[config.mk]
export PLATFORM = sky130hd
export DESIGN_NAME = scatter_counter
export DESIGN_NICKNAME = d
export VERILOG_FILES = /design/src/rtl/scnt_pkg.sv /design/src/rtl/scnt_span.sv /design/src/rtl/scnt_core.sv /design/src/rtl/scnt_deposit.sv /design/src/rtl/scatter_counter.sv
export SDC_FILE = /design/constraint.sdc
export NUM_CORES = 1
export LEC_CHECK = 0
export ABC_AREA = 1
export BUFFER_PORTS_ARGS = -buffer_cell sky130_fd_sc_hd__buf_4
export CAP_MARGIN = 20
export CELL_PAD_IN_SITES_DETAIL_PLACEMENT = 1
export CELL_PAD_IN_SITES_GLOBAL_PLACEMENT = 2
export CORE_MARGIN = 4
export CORE_UTILIZATION = 30
export CTS_BUF_LIST = sky130_fd_sc_hd__clkbuf_2
export DETAILED_ROUTE_END_ITERATION = 6
export HOLD_SLACK_MARGIN = 0.15
export MAX_ROUTING_LAYER = met4
export PLACE_DENSITY = 0.71
export SYNTH_ARGS = -nofsm -noshare
export SYNTH_HDL_FRONTEND = slang
export SYNTH_SLANG_ARGS = --single-unit
[constraint.sdc]
create_clock -name clk -period 7.3 [get_ports clk]
set_input_delay 0.365 -clock clk [delete_from_list [all_inputs] [get_ports clk]]
set_output_delay 0.365 -clock clk [all_outputs]
set_load 0.03 [all_outputs]
[src/rtl/scnt_pkg.sv]
package scnt_pkg;
    typedef enum logic [1:0] {
        STEP_HOLD  = 2'd0,
        STEP_CLEAR = 2'd1,
        STEP_INC   = 2'd2,
        STEP_WRAP  = 2'd3
    } step_e;
endpackage

[src/rtl/scnt_span.sv]
// Counts the selected positions and builds a mask of that many low ones.
module scnt_span #(
    parameter int WIDTH = 10,
    localparam int CW = $clog2(WIDTH + 1)
) (
    input  logic [WIDTH-1:0] sel_mask,
    output logic [WIDTH-1:0] span,
    output logic [CW-1:0]    sel_count
);
    always_comb begin
        sel_count = '0;
        for (int i = 0; i < WIDTH; i++) begin
            sel_count = sel_count + CW'(sel_mask[i]);
        end
    end

    always_comb begin
        for (int j = 0; j < WIDTH; j++) begin
            span[j] = (CW'(j) < sel_count);
        end
    end
endmodule

[src/rtl/scnt_core.sv]
// Binary counter; wraps when the low sel_count bits are all ones.
module scnt_core
    import scnt_pkg::*;
#(
    parameter int WIDTH = 10
) (
    input  logic             clk,
    input  logic             rst,
    input  logic             cnt_en,
    input  logic [WIDTH-1:0] span,
    output logic [WIDTH-1:0] ctr
);
    step_e            step;
    logic             terminal;
    logic [WIDTH-1:0] ctr_next;

    assign terminal = &(ctr | ~span);

    // Decision stage: one named action per edge.
    always_comb begin
        if (rst)            step = STEP_CLEAR;
        else if (!cnt_en)   step = STEP_HOLD;
        else if (terminal)  step = STEP_WRAP;
        else                step = STEP_INC;
    end

    always_comb begin
        unique case (step)
            STEP_CLEAR: ctr_next = '0;
            STEP_HOLD:  ctr_next = ctr;
            STEP_WRAP:  ctr_next = '0;
            STEP_INC:   ctr_next = ctr + WIDTH'(1);
            default:    ctr_next = '0;
        endcase
    end

    always_ff @(posedge clk) begin
        ctr <= ctr_next;
    end

    assert_reset_clears_R1: assert property (@(posedge clk)
        $past(rst) |-> ctr == '0);
    assert_hold_when_idle_R4: assert property (@(posedge clk) disable iff (rst)
        !cnt_en |=> $stable(ctr));
    assert_wrap_to_zero_R6: assert property (@(posedge clk) disable iff (rst)
        (cnt_en && (&(ctr | ~span))) |=> ctr == '0);
    assert_step_by_one_R5: assert property (@(posedge clk) disable iff (rst)
        (cnt_en && !(&(ctr | ~span))) |=> ctr == $past(ctr) + WIDTH'(1));
endmodule

[src/rtl/scnt_deposit.sv]
// Places src bit r at the r-th set position of sel_mask.
module scnt_deposit #(
    parameter int WIDTH = 10,
    localparam int IW = (WIDTH > 1) ? $clog2(WIDTH) : 1
) (
    input  logic [WIDTH-1:0] src,
    input  logic [WIDTH-1:0] sel_mask,
    output logic [WIDTH-1:0] dst
);
    logic [IW-1:0] rank [WIDTH];

    always_comb begin
        rank[0] = '0;
        for (int i = 1; i < WIDTH; i++) begin
            rank[i] = rank[i-1] + IW'(sel_mask[i-1]);
        end
    end

    for (genvar g = 0; g < WIDTH; g++) begin : g_lane
        assign dst[g] = sel_mask[g] & src[rank[g]];
    end
endmodule

[src/rtl/scatter_counter.sv]
module scatter_counter #(
    parameter int WIDTH = 10
) (
    input  logic             clk,
    input  logic             rst,
    input  logic             cnt_en,
    input  logic [WIDTH-1:0] sel_mask,
    output logic [WIDTH-1:0] count_out
);
    localparam int CW = $clog2(WIDTH + 1);

    logic [WIDTH-1:0] span;
    logic [CW-1:0]    sel_count;
    logic [WIDTH-1:0] ctr;

    scnt_span #(.WIDTH(WIDTH)) u_span (
        .sel_mask  (sel_mask),
        .span      (span),
        .sel_count (sel_count)
    );

    scnt_core #(.WIDTH(WIDTH)) u_core (
        .clk    (clk),
        .rst    (rst),
        .cnt_en (cnt_en),
        .span   (span),
        .ctr    (ctr)
    );

    scnt_deposit #(.WIDTH(WIDTH)) u_dep (
        .src      (ctr),
        .sel_mask (sel_mask),
        .dst      (count_out)
    );

    assert_unselected_zero_R2: assert property (@(posedge clk) disable iff (rst)
        (count_out & ~sel_mask) == '0);
    assert_empty_mask_zero_R8: assert property (@(posedge clk) disable iff (rst)
        sel_mask == '0 |-> count_out == '0);
    assert_popcount_bound_R3: assert property (@(posedge clk) disable iff (rst)
        $countones(count_out) <= int'(sel_count));
    assert_idle_output_stable_R4: assert property (@(posedge clk) disable iff (rst)
        (!cnt_en && $stable(sel_mask)) |=> $stable(count_out));
endmodule

# Word-level counts from Yosys, hierarchy flattened
# Cells that the tools add are included.
# classes
n_addsub,10
order_cmp,19
n_eq_ne,3
mux,22
n_bitwise,12
reduce_logical,3
# op_table
op,count
$lt A4 B5 Y1 const B,8
$add A4 B1 Y4,8
$bmux W1 S4,8
$pmux W10 S2,1
$lt A3 B4 Y1 const A,4
$mux W1,11
$add A10 B1 Y10 const B,1
$and A1 B1 Y1,10
$not A10 Y10,1
$or A10 B10 Y10,1
$reduce_and A10 Y1,1
$lt A1 B4 Y1 const A,2
$lt A2 B4 Y1 const A,2
$lt A4 B4 Y1 const A,2
$lt A1 B5 Y1 const B,1
$eq A2 B2 Y1 const B,2
$mux W2,2
$add A1 B1 Y2,1
$eq A2 B1 Y1 const B,1
$logic_not A2 Y1,1
$reduce_or A2 Y1,1
# totals
ff_bits,10
in_bits,13
output_inout_bits,10
elab_cells,70

# Depth between registers and ports, before layout
# Gate-level depths: netlist (run 1).
# depth
word_depth,19
depth_mapped,26
mapped_depth_nobuf,25

# Hierarchy
# From an unflattened synthesis (run 1), not the netlist that was laid out.
# hier_totals
hier_cells,355
area_unflattened_um2,2301.0
# by_module_without_submodules
mod,n_inst,cells_per_inst,area_per_inst_um2,seq_area_each_um2
scnt_deposit,1,226,1336.3,0.0
scnt_core,1,78,639.4,300.3
scnt_span,1,51,325.3,0.0

# Worst setup path after synthesis (run 1)
# Ideal clock, no wire load.
# synth_path
path_kind,input to register
from,input port sel_mask[0]
to,register u_core.ctr[2] (data pin)
setup_ns,0.256
t_arrival_ns,4.257
required_ns,7.044
slack_ns,2.788
stages,20
path_buffers,0
path_cell_list,fa_1 ha_1 ha_1 ha_1 ha_1 ha_1 ha_1 inv_1 nand2_1 nand2_1 inv_1 ha_1 a21oi_1 o2111ai_1 nor4_1 nand2_1 nand2_1 nand2_2 nand2_4 nor2_1
# synth_via
elab_chain_len,19
word_cells_on_any_way,30
cone_classes,add/sub (9); order compare (10); eq/ne (3); mux (4); bitwise (2); reduce/logical (2)
# synth_rtl
element,line_no,rtl
"start, declared",scatter_counter.sv:7,"input logic [WIDTH-1:0] sel_mask,"
$add A1 B1 Y2 (*),scnt_span.sv:13,sel_count = sel_count + CW'(sel_mask[i]);
$add A4 B1 Y4 (*) (8 in series),scnt_span.sv:13,
$lt A1 B4 Y1 (tied with other cells),scnt_span.sv:19,span[j] = (CW'(j) < sel_count);
$not A10 Y10 (*),scnt_core.sv:17,assign terminal = &(ctr | ~span);
$or A10 B10 Y10 (*),scnt_core.sv:17,
$reduce_and A10 Y1 (*),scnt_core.sv:17,
$mux W1 (*),scnt_core.sv:23,else if (terminal) step = STEP_WRAP;
$mux W2 (*),scnt_core.sv:22,else if (!cnt_en) step = STEP_HOLD;
$mux W2 (*),scnt_core.sv:21,if (rst) step = STEP_CLEAR;
$eq A2 B1 Y1 / $eq A2 B2 Y1 (equally long branches),scnt_core.sv:28,unique case (step)
$reduce_or A2 Y1 (no source line),n/a,
$pmux W10 S2 (*),scnt_core.sv:28,
"end signal, assigned",scnt_core.sv:38,ctr <= ctr_next;
"end, declared",scnt_core.sv:11,output logic [WIDTH-1:0] ctr
# Mark *: on every way between the ends. The rest lies on a longest branch, timed or not.
# A chain may end at the register's enable or synchronous reset.

# Final worst setup path (run 1)
# layout_path
from,input port sel_mask[0]
to,register u_core.ctr[0] (data pin)
# Same word-level chain as after synthesis.

==> results of run 1 <==
## layout by cell type (no fill, tap or decap), types with 7 or more instances in the layout
cell type,n
ha_1,17
nand2_1,76
a21oi_1,18
inv_1,42
o21ai_0,25
nand2_2,11
o211ai_1,8
nand3_1,23
nand2_4,7
edfxtp_1,10
buf_4,22
nor2_1,22
## worst max-delay path, stage by stage
cell and delay, ns:
buf_4 0.13, fa_1 0.65, ha_1 0.38, ha_1 0.42, ha_1 0.49, ha_1 0.41
ha_1 0.54, ha_1 0.41, ha_1 0.25, ha_1 0.35, a21oi_1 0.17, o2111ai_1 0.16
nor4_1 0.25, nand2_1 0.09, nand2_1 0.07, nand2_2 0.06, nand2_4 0.13, nor2_1 0.05
## final cells by class
cell class              count  area, um^2  share of cell area [%]
clock buffers               3        15.0                   0.637
clock inverters             1        3.75                   0.159
inverters                  46         173                    7.33
multi-input cells         262        1580                    67.0
flip-flops and latches     10         300                    12.7
well taps                  96         120                    5.10
repair buffers             22         165                    7.01
## synthesized netlist by cell type (2+ instances only)
library cell / instances / area share, %
clkinv_1: 2 / 0.36
nor4_1: 2 / 0.60
nor2_2: 3 / 0.90
edfxtp_1: 10 / 14
buf_6: 2 / 1.1
nand3_1: 23 / 5.5
nand4_1: 2 / 0.60
a211oi_1: 5 / 1.8
nand3b_1: 2 / 0.72
nor3b_1: 4 / 1.4
nor3_1: 5 / 1.2
inv_1: 42 / 7.5
o2111ai_1: 2 / 0.84
ha_1: 17 / 10
a31oi_1: 5 / 1.5
nand3_2: 5 / 2.4
o21a_1: 2 / 0.72
nand2_2: 11 / 3.3
nor2_1: 22 / 3.9
clkbuf_1: 2 / 0.36
xor2_1: 4 / 1.7
nand3_4: 3 / 2.5
a21oi_1: 18 / 4.3
nand2_1: 76 / 14
inv_2: 2 / 0.36
a311oi_1: 4 / 1.7
o21ai_0: 25 / 6.0
o211ai_1: 8 / 2.9
buf_1: 2 / 0.36
nand2_4: 7 / 3.8
## final timing paths
kind                        end     startpoint  slack, ns
setup reg to reg  u_core.ctr[9]  u_core.ctr[2]       4.73
setup / recovery  u_core.ctr[0]    sel_mask[0]       1.90
hold / removal    u_core.ctr[6]            rst       0.59
hold reg to reg   u_core.ctr[0]  u_core.ctr[0]       0.88
## layer usage
layer / up-vias / global-route usage, % / share of wire [%]
met5: - / - / 0
met4: 0 / 2.51 / 0.60
met3: 4 / 1.16 / 2.1
met2: 26 / 28.4 / 46
met1: 1022 / 23.1 / 51
li1: 1151 / - / -
## cells by family after synthesis
logic type	synth area share, %
XOR/XNOR	2.09
AO/OA/AOI/OAI	20.5
flip-flops	14.3
adder cells (fa/ha/maj)	11.1
AND/OR/NAND/NOR	41.7
buffers and inverters	10.3
## through the flow
stage / total power [mW] / setup WS (ns) / cells / area [um^2] / utilization, %
final: 0.561 / 1.90 / 440 / 2360 / 34.7
after global routing: 0.622 / 1.50 / 440 / 2360 / 34.7
after CTS: 0.563 / 1.91 / 440 / 2360 / 34.7
after detailed placement: 0.532 / 1.64 / 436 / 2340 / 34.4
after global placement: 0.529 / 1.84 / 436 / 2340 / 34.4
after floorplan: 0.420 / 2.79 / 325 / 2090 / -
## report_power, final
group,switching [mW],leakage (nW),internal (mW)
clock network,0.0188,0.0140,0.0119
logic,0.297,0.934,0.152
registers,0.0116,0.111,0.0694
total,0.328,1.06,0.234
==> run_results.csv, run 1 <==
group,metric,value,unit
placement,place_hpwl,5640,um
synth,async_flop_share,0,%
placement,gp_routability_congestion,0.815,
cts,path_clk_slew,0.10,ns
worst_setup_path,crit_fanout,12,
layout,largest_reg_flops,10,
synth,syn_inst,325,
timing,max_freq,185,MHz
timing,rsz0062_at_grt,"false",
layout,syn_to_final_growth,12.5,%
worst_setup_path,cp-end-kind,"register",
floorplanning,io-pin-count,23,
timing,worst_slew_pin_slew,0.461,ns
grt,antenna_found_initial,0,
power,p_leak,1.06,nW
timing,finalSetupTns,0,ns
floorplanning,die-area,8380,um^2
layout,drive_above_1_share,16.9,%
outcome,outcome,"completed",
floorplanning,die_x,91.6,um
synth,ys_types,38,
cts,numCtsBuffers,3,
synth,synth-main-ff-cell,"edfxtp_1",
synth,syn-num-nets,356,
floorplanning,die_y,91.6,um
synth,synth_edf_count,10,
layout,largestRegisters,"u_core.ctr x10",
floorplanning,rows,30,
layout,final.fill_count,891,
grt,grt_pass1_vias,2288,
flow_run,drv_cap,0,
cts,clk_latency,0.24,ns
cts,post-cts-setup-buffers,0,
grt,grt-ovfl-total,0,
floorplanning,core,6790,um^2
synth,syn_area,2090,um^2
layout,regMostFlops,"u_core.ctr",
worst_setup_path,cp-start-kind,"primary input",
synth,ys_ff_latch,10,
timing,slew_headroom,69.3,%
timing,setup_violations,0,
timing,hold_violations,0,
drt,drtIter0Drc,70,
drt,vias_per_cell,5.01,
hold_path,holdPathStages,4,
cts,cts_root_buffer,"clkbuf_2",
cts,clock_sinks,10,
power,ir_drop,0.0853,mV
power,p_per_area,238,nW/um^2
drt,vias,2203,
worst_setup_path,worstPathArrival,5.39,ns
drt,post-route-drc-count,0,
synth,yosysSeqAreaShare,14.3,%
drt,drt-wirelength-per-cell,15.5,um
floorplanning,initial_utilization,30.8,%
synth,syn_avg_cell_area,6.44,um^2
layout,diodes,0,
timing,hold_slack,0.587,ns
timing,finalCriticalPeriod,5.40,ns
synth,ys.warnings.count,0,
grt,grt_max_degree,13,
worst_setup_path,path_class,"primary input to register",
grt,grtUsageTotal,17.0,%
timing,slew_viol_final,0,
grt,grt_first_pass_wirelength,11400,um
worst_setup_path,worstRegToRegCells,14,
drt,drtAntennaViolNets,0,
worst_setup_path,cp.required,7.29,ns
cts,ctsResizeCount,0,
timing,fin_crit_sh,74.0,%
drt,wl,6810,um
timing,finClkSkew,0.000881,ns
cts,clk_path_buf_depth,2,
hold_path,hp-class,"primary input to register",
placement,port_buffers,22,
drt,drt-pass1-iter-count,4,
layout,fin_nets,376,
cts,tritoncts,"yes",
cts,h-tree-depth,1,
cts,cts_hold_buf,0,
Note: power is estimated with default switching activity, not from simulation.
==> run 2: changes to the inputs <==
==> constraint.sdc (replaced) <==
create_clock -name clk -period 5.2 [get_ports clk]
set_input_delay 0.26 -clock clk [delete_from_list [all_inputs] [get_ports clk]]
set_output_delay 0.26 -clock clk [all_outputs]
set_load 0.03 [all_outputs]
==> run_results.csv, run 2 (synthesized netlist as in run 1, its figures left out) <==
group,metric,value,unit
worst_setup_path,cp.required,5.20,ns
layout,largestRegisters,"u_core.ctr x10",
timing,finalCriticalPeriod,4.72,ns
timing,slew_viol_final,0,
cts,clk_path_buf_depth,2,
grt,antenna_found_initial,0,
timing,finClkSkew,0.00126,ns
worst_setup_path,cp-end-kind,"register",
worst_setup_path,path_cells,"buf_4 > fa_1 > ha_1 > ha_1 > ha_1 > ha_1 > buf_4 > ha_1 > nand3_1 > nand2_2 > inv_2 > nand2_1 > nand2_1 > inv_1 > ha_1 > a21oi_1 > o2111ai_1 > nor4_1 > nand2_1 > nand2_1 > nand2_2 > nand2_4 > nor2_1",
worst_setup_path,critPathBufInv,4,
worst_setup_path,worstPathArrival,4.72,ns
drt,wl,6690,um
worst_setup_path,cpPeakStageDelay,0.66,ns
cts,numCtsBuffers,3,
layout,syn_to_final_growth,14.3,%
cts,clock_sinks,10,
drt,drtAntennaViolNets,0,
cts,tritoncts,"yes",
floorplanning,core,6790,um^2
timing,setup_slack,0.484,ns
grt,grt-ovfl-total,0,
worst_setup_path,path_class,"primary input to register",
cts,ctsResizeCount,0,
worst_setup_path,cpLargestDelayFamily,"adder cells",
worst_setup_path,cpMaxStageDelayCell,"fa_1",
cts,cts_hold_buf,0,
placement,gp_routability_congestion,0.812,
timing,rsz0062_at_grt,"false",
floorplanning,die_y,91.6,um
power,ir_drop,0.123,mV
drt,vias,2211,
placement,dp_slack,0.195,ns
timing,finalSetupTns,0,ns
timing,fin_crit_sh,90.7,%
timing,slew_headroom,70.0,%
worst_setup_path,cp_common_cell,"ha_1",
grt,grt_pass1_vias,2233,
timing,max_freq,212,MHz
cts,post-cts-setup-buffers,0,
flow_run,drv_cap,0,
drt,drt-pass1-iter-count,4,
grt,grt_max_degree,12,
grt,grt_first_pass_wirelength,11200,um
drt,post-route-drc-count,0,
outcome,outcome,"completed",
drt,drtIter0Drc,80,
layout,layout_commonest_cell,"nand2_1",
layout,diodes,0,
timing,setup_violations,0,
worst_setup_path,crit_fanout,11,
layout,fin_nets,381,
floorplanning,io-pin-count,23,
timing,hold_violations,0,
layout,final_util,35.2,%
floorplanning,initial_utilization,30.8,%
layout,largest_reg_flops,10,
floorplanning,rows,30,
cts,clk_latency,0.25,ns
layout,final-instance-count-excl-fill,445,
power,p_per_area,334,nW/um^2
cts,h-tree-depth,1,
drt,drt-wirelength-per-cell,15.0,um
placement,dp.cells,441,
floorplanning,die-area,8380,um^2
grt,grtUsageTotal,16.8,%
worst_setup_path,cp-start-kind,"primary input",
timing,worst_slew_pin_slew,0.451,ns
placement,port_buffers,22,
placement,place_hpwl,5700,um
drt,vias_per_cell,4.97,
power,total_power,0.799,mW
layout,drive_above_1_share,18.1,%
hold_path,hp-class,"primary input to register",
layout,layout_common_cells,"nand2_1, inv_1, buf_4, o21ai_0, nand3_1",
power,p_leak,1.08,nW
floorplanning,die_x,91.6,um
cts,path_clk_slew,0.10,ns
layout,regMostFlops,"u_core.ctr",
cts,cts_root_buffer,"clkbuf_2",
-- run 2: cell count changes in the layout (fill, tap and decap cells not counted), sizes merged --
cell  before  now
buf       22   27
-- run 2: worst paths after layout --
check                                   start       endpoint  slack, ns  depth (start not counted)
worst max register to register  u_core.ctr[0]  u_core.ctr[9]       2.75                         14
worst min-delay path                      rst  u_core.ctr[6]       0.46                          4
worst max-delay path              sel_mask[0]  u_core.ctr[0]       0.48                         23
worst min register to register  u_core.ctr[2]  u_core.ctr[2]       0.84                          2
-- run 2: tightest hold or removal path: cells and delay by family --
kind,cells,cell delay (ns)
simple gates,3,0.22
buf+inv,1,0.08
-- run 2: routing by layer --
| layer | share of wire (%) | routed length, um | GRT usage (%) | vias up |
|---|---|---|---|---|
| li1 | - | - | - | 1155 |
| met1 | 51 | 3440 | 22.9 | 1030 |
| met2 | 47 | 3130 | 28.8 | 22 |
| met3 | 1.4 | 93 | 0.414 | 4 |
| met4 | 0.43 | 29 | 1.88 | 0 |
| met5 | 0 | 0 | - | - |
-- run 2: metrics by stage --
stage | instance area (um^2) | hold slack, ns
3_3_place_gp | 2370 | 0.730
5_1_grt | 2390 | 0.457
3_5_place_dp | 2370 | 0.738
2_1_floorplan | 2090 | 0.611
6_report | 2390 | 0.457
4_1_cts | 2390 | 0.458
-- run 2: report_power, final --
group          leakage, nW  internal [mW]  switching (mW)
Clock               0.0140         0.0167          0.0270
Sequential           0.111         0.0974          0.0164
Combinational        0.958          0.228           0.414
Total                 1.08          0.342           0.458
-- run 2: cell type report --
type                    instances  area (um^2)
clock buffers                   3         15.0
clock inverters                 1         3.75
fillers                       898         4400
inverters                      46          173
multi-input cells             262         1580
flip-flops and latches         10          300
well taps                      96          120
repair buffers                 27          203
==> run 3: changes to the inputs <==
--- a/config.mk
+++ b/config.mk
@@ -16,7 +16,7 @@
 export DETAILED_ROUTE_END_ITERATION = 6
 export HOLD_SLACK_MARGIN = 0.15
 export MAX_ROUTING_LAYER = met4
-export PLACE_DENSITY = 0.71
+export PLACE_DENSITY = 0.81
 export SYNTH_ARGS = -nofsm -noshare
 export SYNTH_HDL_FRONTEND = slang
 export SYNTH_SLANG_ARGS = --single-unit
==> run_results.csv, run 3 (synthesized netlist as in run 1, its figures left out) <==
group,metric,value,unit
power,seq_power_share,14.2,%
floorplanning,rows,30,
power,p_leak,1.08,nW
layout,layout_commonest_cell,"nand2_1",
grt,grt-ovfl-total,0,
drt,vias_per_cell,5.13,
grt,grt_max_degree,12,
cts,ctsResizeCount,0,
power,p_per_area,335,nW/um^2
power,pwr-share-comb,80.3,%
drt,wl,6620,um
timing,finClkSkew,0.00573,ns
cts,clock_sinks,10,
hold_path,hp-class,"primary input to register",
floorplanning,io-pin-count,23,
cts,tritoncts,"yes",
worst_setup_path,rr_endpoint,"u_core.ctr[9]",
floorplanning,die-area,8380,um^2
worst_setup_path,cp-end-kind,"register",
worst_setup_path,rr_startpoint,"u_core.ctr[2]",
layout,layout_common_cells,"nand2_1, inv_1, buf_4, o21ai_0, nand3_1",
layout,fin_nets,381,
cts,clk_path_buf_depth,2,
placement,place_hpwl,5450,um
timing,hold_slack,0.458,ns
timing,finalSetupTns,0,ns
cts,h-tree-depth,1,
layout,largestRegisters,"u_core.ctr x10",
timing,slew_headroom,71.1,%
timing,slew_viol_final,0,
layout,diodes,0,
grt,antenna_found_initial,0,
outcome,outcome,"completed",
cts,clk_latency,0.26,ns
worst_setup_path,cp-start-kind,"primary input",
drt,vias,2285,
layout,drive_above_1_share,18.1,%
drt,post-route-drc-count,0,
cts,numCtsBuffers,3,
grt,grt_pass1_vias,2297,
cts,post-cts-setup-buffers,0,
floorplanning,die_x,91.6,um
timing,finalCriticalPeriod,4.61,ns
layout,syn_to_final_growth,14.3,%
power,switchingPower,0.460,mW
worst_setup_path,reg2reg_slack,2.58,ns
grt,grtUsageTotal,16.5,%
power,ir_drop,0.120,mV
worst_setup_path,path_class,"primary input to register",
timing,setup_violations,0,
drt,drt-pass1-iter-count,4,
cts,cts_root_buffer,"clkbuf_2",
drt,drtIter0Drc,80,
drt,drt-wirelength-per-cell,14.9,um
timing,hold_violations,0,
worst_setup_path,cp.required,5.21,ns
floorplanning,initial_utilization,30.8,%
worst_setup_path,cp-endpoint,"u_core.ctr[0]",
layout,regMostFlops,"u_core.ctr",
flow_run,drv_cap,0,
drt,drtAntennaViolNets,0,
floorplanning,die_y,91.6,um
layout,largest_reg_flops,10,
power,switching_share,57.4,%
placement,port_buffers,22,
hold_path,hp-start,"rst",
worst_setup_path,cp-startpoint,"sel_mask[0]",
grt,grt_first_pass_wirelength,11100,um
placement,gp_routability_congestion,0.880,
cts,cts_hold_buf,0,
worst_setup_path,worstRegToRegCells,14,
cts,path_clk_slew,0.11,ns
worst_setup_path,worstPathArrival,4.61,ns
floorplanning,core,6790,um^2
timing,rsz0062_at_grt,"false",
power,clkPwrFrac,5.5,%
worst_setup_path,crit_fanout,10,
power,internal_power,0.341,mW
timing,max_freq,217,MHz
timing,fin_crit_sh,88.6,%
timing,worst_slew_pin_slew,0.434,ns
==> run 3: cell counts in the layout (fill, tap and decap cells not counted) <==
Identical to the previous run, type by type.
==> run 3: layer usage <==
metal	vias to the layer above	global-route usage, %	share of wire [%]
met5	-	-	0
met4	0	2.14	0.51
met1	1092	20.8	47
li1	1157	-	-
met2	29	29.4	50
met3	7	1.08	2.2
==> run 3: metrics by stage <==
step	total power, mW	instances	worst slack, ns	area, um^2	utilization (%)
2_1_floorplan	0.590	325	0.793	2090	-
3_3_place_gp	0.751	441	0.397	2370	35.0
3_5_place_dp	0.760	441	0.306	2370	35.0
4_1_cts	0.808	445	0.592	2390	35.2
5_1_grt	0.888	445	0.152	2390	35.2
6_report	0.801	445	0.594	2390	35.2
==> run 3: how the worst min path moves through the flow <==
stage | to | slack, ns | cells after the start
2_1_floorplan | u_core.ctr[0] | 0.61 | 1
3_3_place_gp | u_core.ctr[6] | 0.74 | 4
3_5_place_dp | u_core.ctr[6] | 0.74 | 4
4_1_cts | u_core.ctr[6] | 0.44 | 4
5_1_grt | u_core.ctr[6] | 0.47 | 4
6_report | u_core.ctr[6] | 0.46 | 4
==> run 3: power groups by stage <==
| stage | Clock [mW] | Sequential, mW | Combinational [mW] |
|---|---|---|---|
| after floorplan | 0 | 0.105 | 0.485 |
| after global placement | 0 | 0.115 | 0.636 |
| after detailed placement | 0 | 0.115 | 0.645 |
| after CTS | 0.0466 | 0.113 | 0.647 |
| after global routing | 0.0495 | 0.115 | 0.724 |
| final | 0.0444 | 0.113 | 0.643 |
==> run 3: layout make-up <==
class / instances / area, um^2
multi-input combinational: 262 / 1580
clock buffer: 3 / 15.0
timing repair buffer: 27 / 203
inverter: 46 / 173
tap: 96 / 120
sequential: 10 / 300
clock inverter: 1 / 3.75
fill: 893 / 4400
==> run 3: worst max-delay path, stage by stage <==
cell and delay, ns:
buf_4 0.13, fa_1 0.66, ha_1 0.29, ha_1 0.36, ha_1 0.32, ha_1 0.31
ha_1 0.39, ha_1 0.24, inv_1 0.05, nand2_1 0.05, nand2_1 0.13, inv_1 0.12
ha_1 0.38, a21oi_1 0.17, o2111ai_1 0.16, nor4_1 0.21, nand2_1 0.08, nand2_1 0.07
nand2_2 0.06, nand2_4 0.12, nor2_1 0.05
